### config.mk
export PLATFORM = sky130hd
export DESIGN_NAME = pscl_timer
export DESIGN_NICKNAME = d
export VERILOG_FILES = /design/src/rtl/pscl_timer_pkg.sv /design/src/rtl/pscl_prescaler.sv /design/src/rtl/pscl_edge_sync.sv /design/src/rtl/pscl_counter.sv /design/src/rtl/pscl_timer.sv
export SDC_FILE = /design/constraint.sdc
export NUM_CORES = 1
export LEC_CHECK = 0
export BUFFER_PORTS_ARGS = -buffer_cell sky130_fd_sc_hd__buf_2
export CORE_UTILIZATION = 52
export CTS_BUF_LIST = sky130_fd_sc_hd__clkbuf_16
export CTS_CLUSTER_DIAMETER = 200
export DETAILED_ROUTE_END_ITERATION = 10
export PLACE_DENSITY = 0.8
export REMOVE_ABC_BUFFERS = 1
export SLEW_MARGIN = 20
export SYNTH_ARGS = -nofsm -noshare
export SYNTH_HDL_FRONTEND = slang
export SYNTH_SLANG_ARGS = --single-unit
### constraint.sdc
create_clock -name clk_i -period 2.05 [get_ports clk_i]
set_input_delay 0.615 -clock clk_i [delete_from_list [all_inputs] [get_ports clk_i]]
set_output_delay 0.615 -clock clk_i [all_outputs]
set_load 0.02 [all_outputs]
### src/rtl/pscl_timer_pkg.sv
package pscl_timer_pkg;
  typedef enum logic [2:0] {
    SEL_STOP   = 3'b000,
    SEL_CLK    = 3'b001,
    SEL_DIV8   = 3'b010,
    SEL_DIV64  = 3'b011,
    SEL_DIV256 = 3'b100,
    SEL_DIV1K  = 3'b101,
    SEL_EXT_FE = 3'b110,
    SEL_EXT_RE = 3'b111
  } clk_sel_e;

  localparam int NUM_TAPS = 4;
  // log2 of each divide ratio, in select-code order
  localparam int TAP_LOG [NUM_TAPS] = '{3, 6, 8, 10};
endpackage

### src/rtl/pscl_prescaler.sv
module pscl_prescaler
  import pscl_timer_pkg::*;
#(
  parameter int PRE_W = 10
) (
  input  logic                clk_i,
  input  logic                rst_ni,
  output logic [NUM_TAPS-1:0] tap_o
);
  logic [PRE_W-1:0] pre_q;

  always_ff @(posedge clk_i or negedge rst_ni) begin
    if (!rst_ni) pre_q <= '0;
    else         pre_q <= pre_q + 1'b1;
  end

  for (genvar g = 0; g < NUM_TAPS; g++) begin : g_tap
    localparam int L = TAP_LOG[g];
    assign tap_o[g] = &pre_q[L-1:0];
  end

  // slower taps only fire together with every faster tap
  for (genvar g = 1; g < NUM_TAPS; g++) begin : g_nest
    p_tap_nest_r4: assert property (@(posedge clk_i) disable iff (!rst_ni)
      tap_o[g] |-> tap_o[g-1]);
  end

  p_div8_gap_r4: assert property (@(posedge clk_i) disable iff (!rst_ni)
    tap_o[0] |=> !tap_o[0]);
endmodule

### src/rtl/pscl_edge_sync.sv
module pscl_edge_sync #(
  parameter int SYNC_STAGES = 2
) (
  input  logic clk_i,
  input  logic rst_ni,
  input  logic pin_i,
  output logic rise_o,
  output logic fall_o
);
  logic [SYNC_STAGES-1:0] sync_q;
  logic                   prev_q;

  always_ff @(posedge clk_i or negedge rst_ni) begin
    if (!rst_ni) begin
      sync_q <= '0;
      prev_q <= 1'b0;
    end else begin
      sync_q <= {sync_q[SYNC_STAGES-2:0], pin_i};
      prev_q <= sync_q[SYNC_STAGES-1];
    end
  end

  assign rise_o =  sync_q[SYNC_STAGES-1] & ~prev_q;
  assign fall_o = ~sync_q[SYNC_STAGES-1] &  prev_q;

  p_rise_single_r5: assert property (@(posedge clk_i) disable iff (!rst_ni)
    rise_o |=> !rise_o);
  p_fall_single_r5: assert property (@(posedge clk_i) disable iff (!rst_ni)
    fall_o |=> !fall_o);
  p_edge_excl_r5: assert property (@(posedge clk_i) disable iff (!rst_ni)
    !(rise_o && fall_o));
endmodule

### src/rtl/pscl_counter.sv
module pscl_counter #(
  parameter int CNT_W = 8
) (
  input  logic             clk_i,
  input  logic             rst_ni,
  input  logic             tick_i,
  input  logic             wr_en_i,
  input  logic [CNT_W-1:0] wr_data_i,
  input  logic             ovf_clr_i,
  output logic [CNT_W-1:0] count_o,
  output logic             ovf_o
);
  localparam logic [CNT_W-1:0] CNT_MAX = '1;

  logic wrap;
  assign wrap = tick_i & ~wr_en_i & (count_o == CNT_MAX);

  always_ff @(posedge clk_i or negedge rst_ni) begin
    if (!rst_ni)      count_o <= '0;
    else if (wr_en_i) count_o <= wr_data_i;  // load beats tick
    else if (tick_i)  count_o <= count_o + 1'b1;
  end

  always_ff @(posedge clk_i or negedge rst_ni) begin
    if (!rst_ni)        ovf_o <= 1'b0;
    else if (wrap)      ovf_o <= 1'b1;       // set beats clear
    else if (ovf_clr_i) ovf_o <= 1'b0;
  end

  p_write_load_r6: assert property (@(posedge clk_i) disable iff (!rst_ni)
    wr_en_i |=> count_o == $past(wr_data_i));
  p_idle_hold_r2: assert property (@(posedge clk_i) disable iff (!rst_ni)
    (!tick_i && !wr_en_i) |=> $stable(count_o));
  p_wrap_sets_r7: assert property (@(posedge clk_i) disable iff (!rst_ni)
    (tick_i && !wr_en_i && count_o == CNT_MAX) |=> (count_o == '0) && ovf_o);
  p_ovf_sticky_r7: assert property (@(posedge clk_i) disable iff (!rst_ni)
    (ovf_o && !ovf_clr_i) |=> ovf_o);
  p_ovf_clear_r8: assert property (@(posedge clk_i) disable iff (!rst_ni)
    (ovf_clr_i && !(tick_i && !wr_en_i && count_o == CNT_MAX)) |=> !ovf_o);
endmodule

### src/rtl/pscl_timer.sv
module pscl_timer
  import pscl_timer_pkg::*;
#(
  parameter int CNT_W       = 8,
  parameter int PRE_W       = 10,
  parameter int SYNC_STAGES = 2
) (
  input  logic             clk_i,
  input  logic             rst_ni,
  input  logic [2:0]       clk_sel_i,
  input  logic             ext_pin_i,
  input  logic             wr_en_i,
  input  logic [CNT_W-1:0] wr_data_i,
  input  logic             ovf_clr_i,
  output logic [CNT_W-1:0] count_o,
  output logic             ovf_o
);
  logic [NUM_TAPS-1:0] tap;
  logic                ext_rise, ext_fall;
  logic                tick;

  pscl_prescaler #(.PRE_W(PRE_W)) u_pre (
    .clk_i  (clk_i),
    .rst_ni (rst_ni),
    .tap_o  (tap)
  );

  pscl_edge_sync #(.SYNC_STAGES(SYNC_STAGES)) u_sync (
    .clk_i  (clk_i),
    .rst_ni (rst_ni),
    .pin_i  (ext_pin_i),
    .rise_o (ext_rise),
    .fall_o (ext_fall)
  );

  always_comb begin
    unique case (clk_sel_e'(clk_sel_i))
      SEL_STOP:   tick = 1'b0;
      SEL_CLK:    tick = 1'b1;
      SEL_DIV8:   tick = tap[0];
      SEL_DIV64:  tick = tap[1];
      SEL_DIV256: tick = tap[2];
      SEL_DIV1K:  tick = tap[3];
      SEL_EXT_FE: tick = ext_fall;
      SEL_EXT_RE: tick = ext_rise;
      default:    tick = 1'b0;
    endcase
  end

  pscl_counter #(.CNT_W(CNT_W)) u_cnt (
    .clk_i     (clk_i),
    .rst_ni    (rst_ni),
    .tick_i    (tick),
    .wr_en_i   (wr_en_i),
    .wr_data_i (wr_data_i),
    .ovf_clr_i (ovf_clr_i),
    .count_o   (count_o),
    .ovf_o     (ovf_o)
  );

  p_stop_hold_r2: assert property (@(posedge clk_i) disable iff (!rst_ni)
    (clk_sel_i == SEL_STOP && !wr_en_i) |=> $stable(count_o));
  p_sel_clk_inc_r3: assert property (@(posedge clk_i) disable iff (!rst_ni)
    (clk_sel_i == SEL_CLK && !wr_en_i) |=> count_o == CNT_W'($past(count_o) + 1'b1));
endmodule

==> key figures, run 1 <==
Status
  – Status: completed

STA
  – Max_slew headroom: between 60% and 70%
  – Final setup fails: 0
  – Final hold vios: 0
  – RSZ-0062 raised after global routing: false
  – Setup Skew: 0.003001 ns
  – Final worst slack: 0.1013 ns
  – Highest Clock Rate: 513.2 MHz
  – Worst-Margin Slew: 0.4866 ns
  – Final Critical Period: around 1.9 ns
  – Max Slew Vio Count: 0
  – Period utilisation layout: a little over nine tenths
  – Total negative slack: 0 ns

Cells and area
  – NumNets Final: approximately 150
  – ANT cells: 0
  – # fillers: 162
  – Fin area: around 1300 um2
  – Layout cell share with drive strength beyond 1: 23.88%
  – Post-layout util: 66.86%
  – Final non-filler cell total: between 150 and 200
  – Synthesis-to-finish area growth: 19.53%

Drt
  – Vias: a little over 900
  – Routed WL per cell: 13.31 um
  – Met3 WL: 75 um
  – Antenna viol nets, final: 0
  – Met2 routed WL: 1034 um
  – DRT iter0 DRCs: 12
  – M1 WL: 982 um
  – Drt total wl: 2143 um
  – Vias per Instance: 5.677
  – First drt pass iteration count: 4
  – DRC violations left: 0
  – Max Used Layer: met4

CTS
  – Clk_lat worst skew: 0.25 ns
  – Hold_buf cts: 0
  – CTS clk-pin slew, worst paths: 0.06 ns
  – Total CTS buffers: 3
  – CTS tree: yes
  – Resize count post-CTS: 0
  – Postcts setup bufs: 0
  – CTS root buffer: clkbuf_16
  – Clock sink total: 22
  – Clock tree buffer depth: 2
  – H-tree Lvls: 1

Die
  – Chip height: roughly 48 um
  – Starting Density: 55.93%
  – Die ar.: around 2300 um2
  – Die width: 48.17 um
  – Core area: approximately 2000 um2
  – Number of placed I/O pins: 25
  – Num rows: 16

Synthesis
  – Ys async rst share: 100.0%
  – Syn Std Cell Area: 1109 um2
  – Yosys cell types: 33
  – Mapped Avg Cell Area: 10.17 um2
  – Synth warn: 0
  – Post-synth top flop: dfrtp_1
  – Post-synth EDFFs: 0
  – Synthesized instance count: 109
  – Sequential element share of the synthesized area: between 40% and 50%
  – FF+latch count, synth: 22

Critical path
  – Worst-path fanout max: 12
  – Crit path kind: reg2reg
  – CP Buf/Inv Count: 0
  – Critical path's most frequent cell: and4_4
  – CP Capture Type: flip-flop
  – R2R depth: 6
  – Critical Path RT: roughly 2.2 ns
  – CP cell instances: ha_2 -> and4_4 -> a2111o_1 -> and4_4 -> a311o_2 -> nand3_1
  – Critical path depth in cells: 6
  – Arrival @ worst endpoint: 2.14 ns
  – CP max stage cell: a2111o_1
  – Crit path launch type: flip-flop
  – CP delay by family, top: compound AO/OA/AOI/OAI gates
  – Largest stage delay, worst path: ~0.42 ns

Place
  – HPWL after detailed placement: between 1500 and 2000 um
  – Port Buf Inserts: 24
  – GPL Wtd Cong: roughly 0.74
  – Dpl ws: 0.06604 ns
  – Placed cells: 157
  – Area after DPL: between 1000 and 1500 um2

Power
  – Max rail drop VDD: 0.0005592 V
  – PwrDens: ~800 nW/um2
  – Leakage power: between 0.6 and 0.7 nW

Global routing
  – First-pass GRT wire length: 3312 um
  – Total gr overflow: 0
  – Largest net degree at the start of global routing: 23
  – Total GRT Usage: 21.00%
  – Vias in the first global route: 791
  – Initial antenna violation count: 0

Flow run
  – Max-cap viol count: 0

Min path
  – Hold WC Path Type: in2async
report_power, final:
group	leakage [nW]	switching, mW	total (mW)	internal [mW]
clock network	0.0385	0.145	0.404	0.260
logic	0.334	0.0930	0.155	0.0616
registers	0.269	0.0253	0.482	0.457
cell usage in the layout, fill, tap and decap left out, types with 2 or more instances in the layout:
| cell type | Yosys | routed |
|---|---|---|
| nor2b_1 | 2 | 2 |
| ha_1 | 3 | 2 |
| buf_2 | 0 | 24 |
| and3_1 | 4 | 4 |
| nand2b_1 | 3 | 3 |
| a21oi_1 | 2 | 2 |
| nand3_1 | 12 | 12 |
| xnor2_1 | 6 | 6 |
| nor2_1 | 5 | 5 |
| nand4_1 | 3 | 3 |
| nor3_1 | 2 | 2 |
| nand2_1 | 11 | 11 |
| and4_4 | 2 | 2 |
| inv_1 | 8 | 8 |
| a211o_1 | 2 | 2 |
| dfrtp_1 | 22 | 22 |
| xor2_1 | 2 | 2 |
| o21ai_0 | 2 | 2 |
| a22oi_1 | 2 | 2 |
| clkbuf_16 | 0 | 3 |
metal layers:
layer,GRT usage (%),vias to the layer above
met5,0,-
met4,8.333,0
met3,5.556,6
met2,34.13,24
met1,26.60,442
li1,-,442
cell usage after synthesis (3+ instances only):
cell type | number | area [um2]
and3_1 | 4 | 25.02
dfrtp_1 | 22 | 550.5
ha_1 | 3 | 37.54
inv_1 | 8 | 30.03
nand2_1 | 11 | 41.29
nand2b_1 | 3 | 18.77
nand3_1 | 12 | 60.06
nand4_1 | 3 | 18.77
nor2_1 | 5 | 18.77
xnor2_1 | 6 | 52.55
cell type report:
type	count	area, um2	area share [%]
Clock buffer	3	75.07	5.666
Clock inverter	1	3.754	0.2833
Inverter	8	30.03	2.266
Multi-Input combinational cell	76	511.7	38.62
Sequential cell	22	550.5	41.55
Tap cell	27	33.78	2.550
Timing Repair Buffer	24	120.1	9.065
final timing paths:
path | start | slack, ns | end
worst max-delay path | u_pre.pre_q[0] | 0.10 | u_cnt.count_o[5]
max in group asynchronous | rst_ni | 1.40 | u_cnt.count_o[2]
worst max register to register | u_pre.pre_q[0] | 0.10 | u_cnt.count_o[5]
worst min register to register | u_sync.sync_q[0] | 0.36 | u_sync.sync_q[1]
worst min-delay path | rst_ni | 0.32 | u_pre.pre_q[8]
min in group clk_i | u_sync.sync_q[0] | 0.36 | u_sync.sync_q[1]
flip-flops by register name (all words and copies together) (netlist names):
signal and flops:
u_cnt.count_o 8, u_pre.pre_q 10, u_cnt.ovf_o 1, u_sync.sync_q 2, u_sync.prev_q 1
metrics by stage:
step / hold WS (ns) / power, mW
global placement: 0.3372 / 0.6355
finish: 0.3177 / 1.041
detailed placement: 0.3470 / 0.6433
floorplan: 0.3194 / 0.5762
CTS: 0.3329 / 1.051
global route: 0.3615 / 1.084
kinds of logic (layout without fill, tap and decap cells):
family,Yosys count,after routing,synth area share [%]
flops,22,22,49.66
compound gates,18,18,13.55
fa+ha+maj,3,3,3.386
buf+inv,11,36,4.402
xor+xnor,8,8,6.321
simple gates,47,47,22.69
No activity file was read; power rests on OpenSTA's default activity.
==> run 2, diff against run 1 <==
--- a/config.mk
+++ b/config.mk
@@ -6,11 +6,10 @@
 export NUM_CORES = 1
 export LEC_CHECK = 0
 export BUFFER_PORTS_ARGS = -buffer_cell sky130_fd_sc_hd__buf_2
-export CORE_UTILIZATION = 52
+export CORE_UTILIZATION = 56
 export CTS_BUF_LIST = sky130_fd_sc_hd__clkbuf_16
-export CTS_CLUSTER_DIAMETER = 200
 export DETAILED_ROUTE_END_ITERATION = 10
-export PLACE_DENSITY = 0.8
+export PLACE_DENSITY = 0.85
 export REMOVE_ABC_BUFFERS = 1
 export SLEW_MARGIN = 20
 export SYNTH_ARGS = -nofsm -noshare
==> constraint.sdc (replaced) <==
create_clock -name clk_i -period 2.5 [get_ports clk_i]
set_input_delay 0.75 -clock clk_i [delete_from_list [all_inputs] [get_ports clk_i]]
set_output_delay 0.75 -clock clk_i [all_outputs]
set_load 0.02 [all_outputs]
==> key figures, run 2 (same netlist as run 1, synthesis figures left out) <==
Place
  – Placed cells: 155
  – HPWL after detailed placement: 1514 um
  – Area after DPL: 1241 um2
  – Port Buf Inserts: 24
  – GPL Wtd Cong: 0.8015

STA
  – RSZ-0062 raised after global routing: false
  – Period utilisation layout: 80.54%
  – Final hold vios: 0
  – Worst-Margin Slew: roughly 0.47 ns
  – Total negative slack: 0 ns
  – Setup Skew: 0.001904 ns
  – Final Critical Period: 2.014 ns
  – Max_slew headroom: 68.40%
  – Max Slew Vio Count: 0
  – Highest Clock Rate: roughly 500 MHz
  – Final setup fails: 0

Power
  – Max rail drop VDD: 0.0004946 V
  – PwrDens: 718.0 nW/um2
  – Leakage power: 0.6548 nW

Drt
  – Antenna viol nets, final: 0
  – Drt total wl: roughly 2100 um
  – Vias per Instance: ~5.7
  – DRT iter0 DRCs: 25
  – DRC violations left: 0
  – Routed WL per cell: 13.42 um
  – Vias: between 900 and 1000
  – First drt pass iteration count: 4

Die
  – Number of placed I/O pins: 25
  – Starting Density: about 62%
  – Die ar.: 2161 um2
  – Core area: between 1500 and 2000 um2
  – Chip height: approximately 46 um
  – Die width: 46.49 um
  – Num rows: 15

Critical path
  – Critical Path RT: 2.69 ns
  – Arrival @ worst endpoint: 2.20 ns
  – Crit path kind: reg2reg
  – Worst-path fanout max: 12
  – Crit path launch type: flip-flop
  – R2R depth: 6
  – CP Capture Type: flip-flop

Global routing
  – Total GRT Usage: 22.32%
  – Vias in the first global route: 776
  – Largest net degree at the start of global routing: 23
  – Initial antenna violation count: 0
  – First-pass GRT wire length: roughly 3300 um
  – Total gr overflow: 0

Cells and area
  – # fillers: 125
  – NumNets Final: 154
  – Layout cell share with drive strength beyond 1: between 20% and 30%
  – Fin area: 1346 um2
  – Regs by FF count: u_pre.pre_q (10), u_cnt.count_o (8), u_sync.sync_q (2)
  – Post-layout util: 75.51%
  – Reg with most FFs: u_pre.pre_q
  – Synthesis-to-finish area growth: 21.44%
  – Max reg flops: 10
  – Final non-filler cell total: 159
  – Most frequent cells in the layout: 24 x buf_2, 22 x dfrtp_1, 12 x nand3_1, 11 x nand2_1, 8 x inv_1
  – ANT cells: 0
  – Most common cell after layout, fill and taps aside: buf_2

CTS
  – CTS clk-pin slew, worst paths: 0.06 ns
  – CTS tree: yes
  – CTS root buffer: clkbuf_16
  – Clock sink total: 22
  – Postcts setup bufs: 0
  – Total CTS buffers: 3
  – Clk_lat worst skew: 0.25 ns
  – Resize count post-CTS: 0
  – H-tree Lvls: 1
  – Hold_buf cts: 0
  – Clock tree buffer depth: 2

Min path
  – Hold Path Stages: 0
  – Hold WC Path Type: reg2reg

Status
  – Status: completed

Flow run
  – Max-cap viol count: 0
-- run 2: cell types whose count changed in the layout (fill, tap and decap cells not counted), sizes merged --
cell | before | now
clkinv | 1 | 0
bufinv | 0 | 1
-- run 2: final cells by class --
class | instances | area (um2) | share of cell area (%)
clock buffers | 3 | 75.07 | 5.576
inverters | 8 | 30.03 | 2.230
multi-input cells | 76 | 509.2 | 37.83
repair buffers | 24 | 120.1 | 8.922
clock inverters | 1 | 30.03 | 2.230
well taps | 25 | 31.28 | 2.323
flip-flops and latches | 22 | 550.5 | 40.89
-- run 2: routing by layer --
| layer | vias to the layer above | GRT usage [%] | wire length (um) |
|---|---|---|---|
| li1 | 440 | - | - |
| met1 | 431 | 29.53 | 987 |
| met2 | 36 | 34.72 | 1038 |
| met3 | 2 | 3.529 | 98 |
| met4 | 0 | 11.76 | 9 |
| met5 | - | 0 | 0 |
-- run 2: worst paths after layout --
path	start	endpoint	slack [ns]
setup / recovery	u_pre.pre_q[0]	u_cnt.count_o[5]	0.49
hold / removal	u_sync.sync_q[0]	u_sync.sync_q[1]	0.35
setup reg to reg	u_pre.pre_q[0]	u_cnt.count_o[5]	0.49
hold reg to reg	u_sync.sync_q[0]	u_sync.sync_q[1]	0.35
max in group asynchronous	rst_ni	u_cnt.count_o[1]	1.73
min in group asynchronous	rst_ni	u_sync.prev_q	0.45
-- run 2: where the power goes --
| part | switching (mW) | internal (mW) |
|---|---|---|
| logic | 0.0775 | 0.0508 |
| registers | 0.0199 | 0.374 |
| clock network | 0.126 | 0.318 |
| total | 0.224 | 0.743 |
-- run 2: per-stage QoR --
step	total power [mW]	hold slack, ns	worst slack (ns)
6_report	0.9666	0.3510	0.4865
5_1_grt	1.005	0.3661	0.4395
4_1_cts	0.9749	0.3537	0.4794
3_5_place_dp	0.5270	0.3364	0.4387
3_3_place_gp	0.5202	0.3347	0.4781
2_1_floorplan	0.4725	0.3312	0.6130
-- run 2: worst max-delay path, stage by stage, from the launching register on --
cell and delay (ns):
dfrtp_1 0.39, ha_1 0.25, and4_4 0.21, a2111o_1 0.42, and4_4 0.21, a311o_2 0.37
nand3_1 0.09
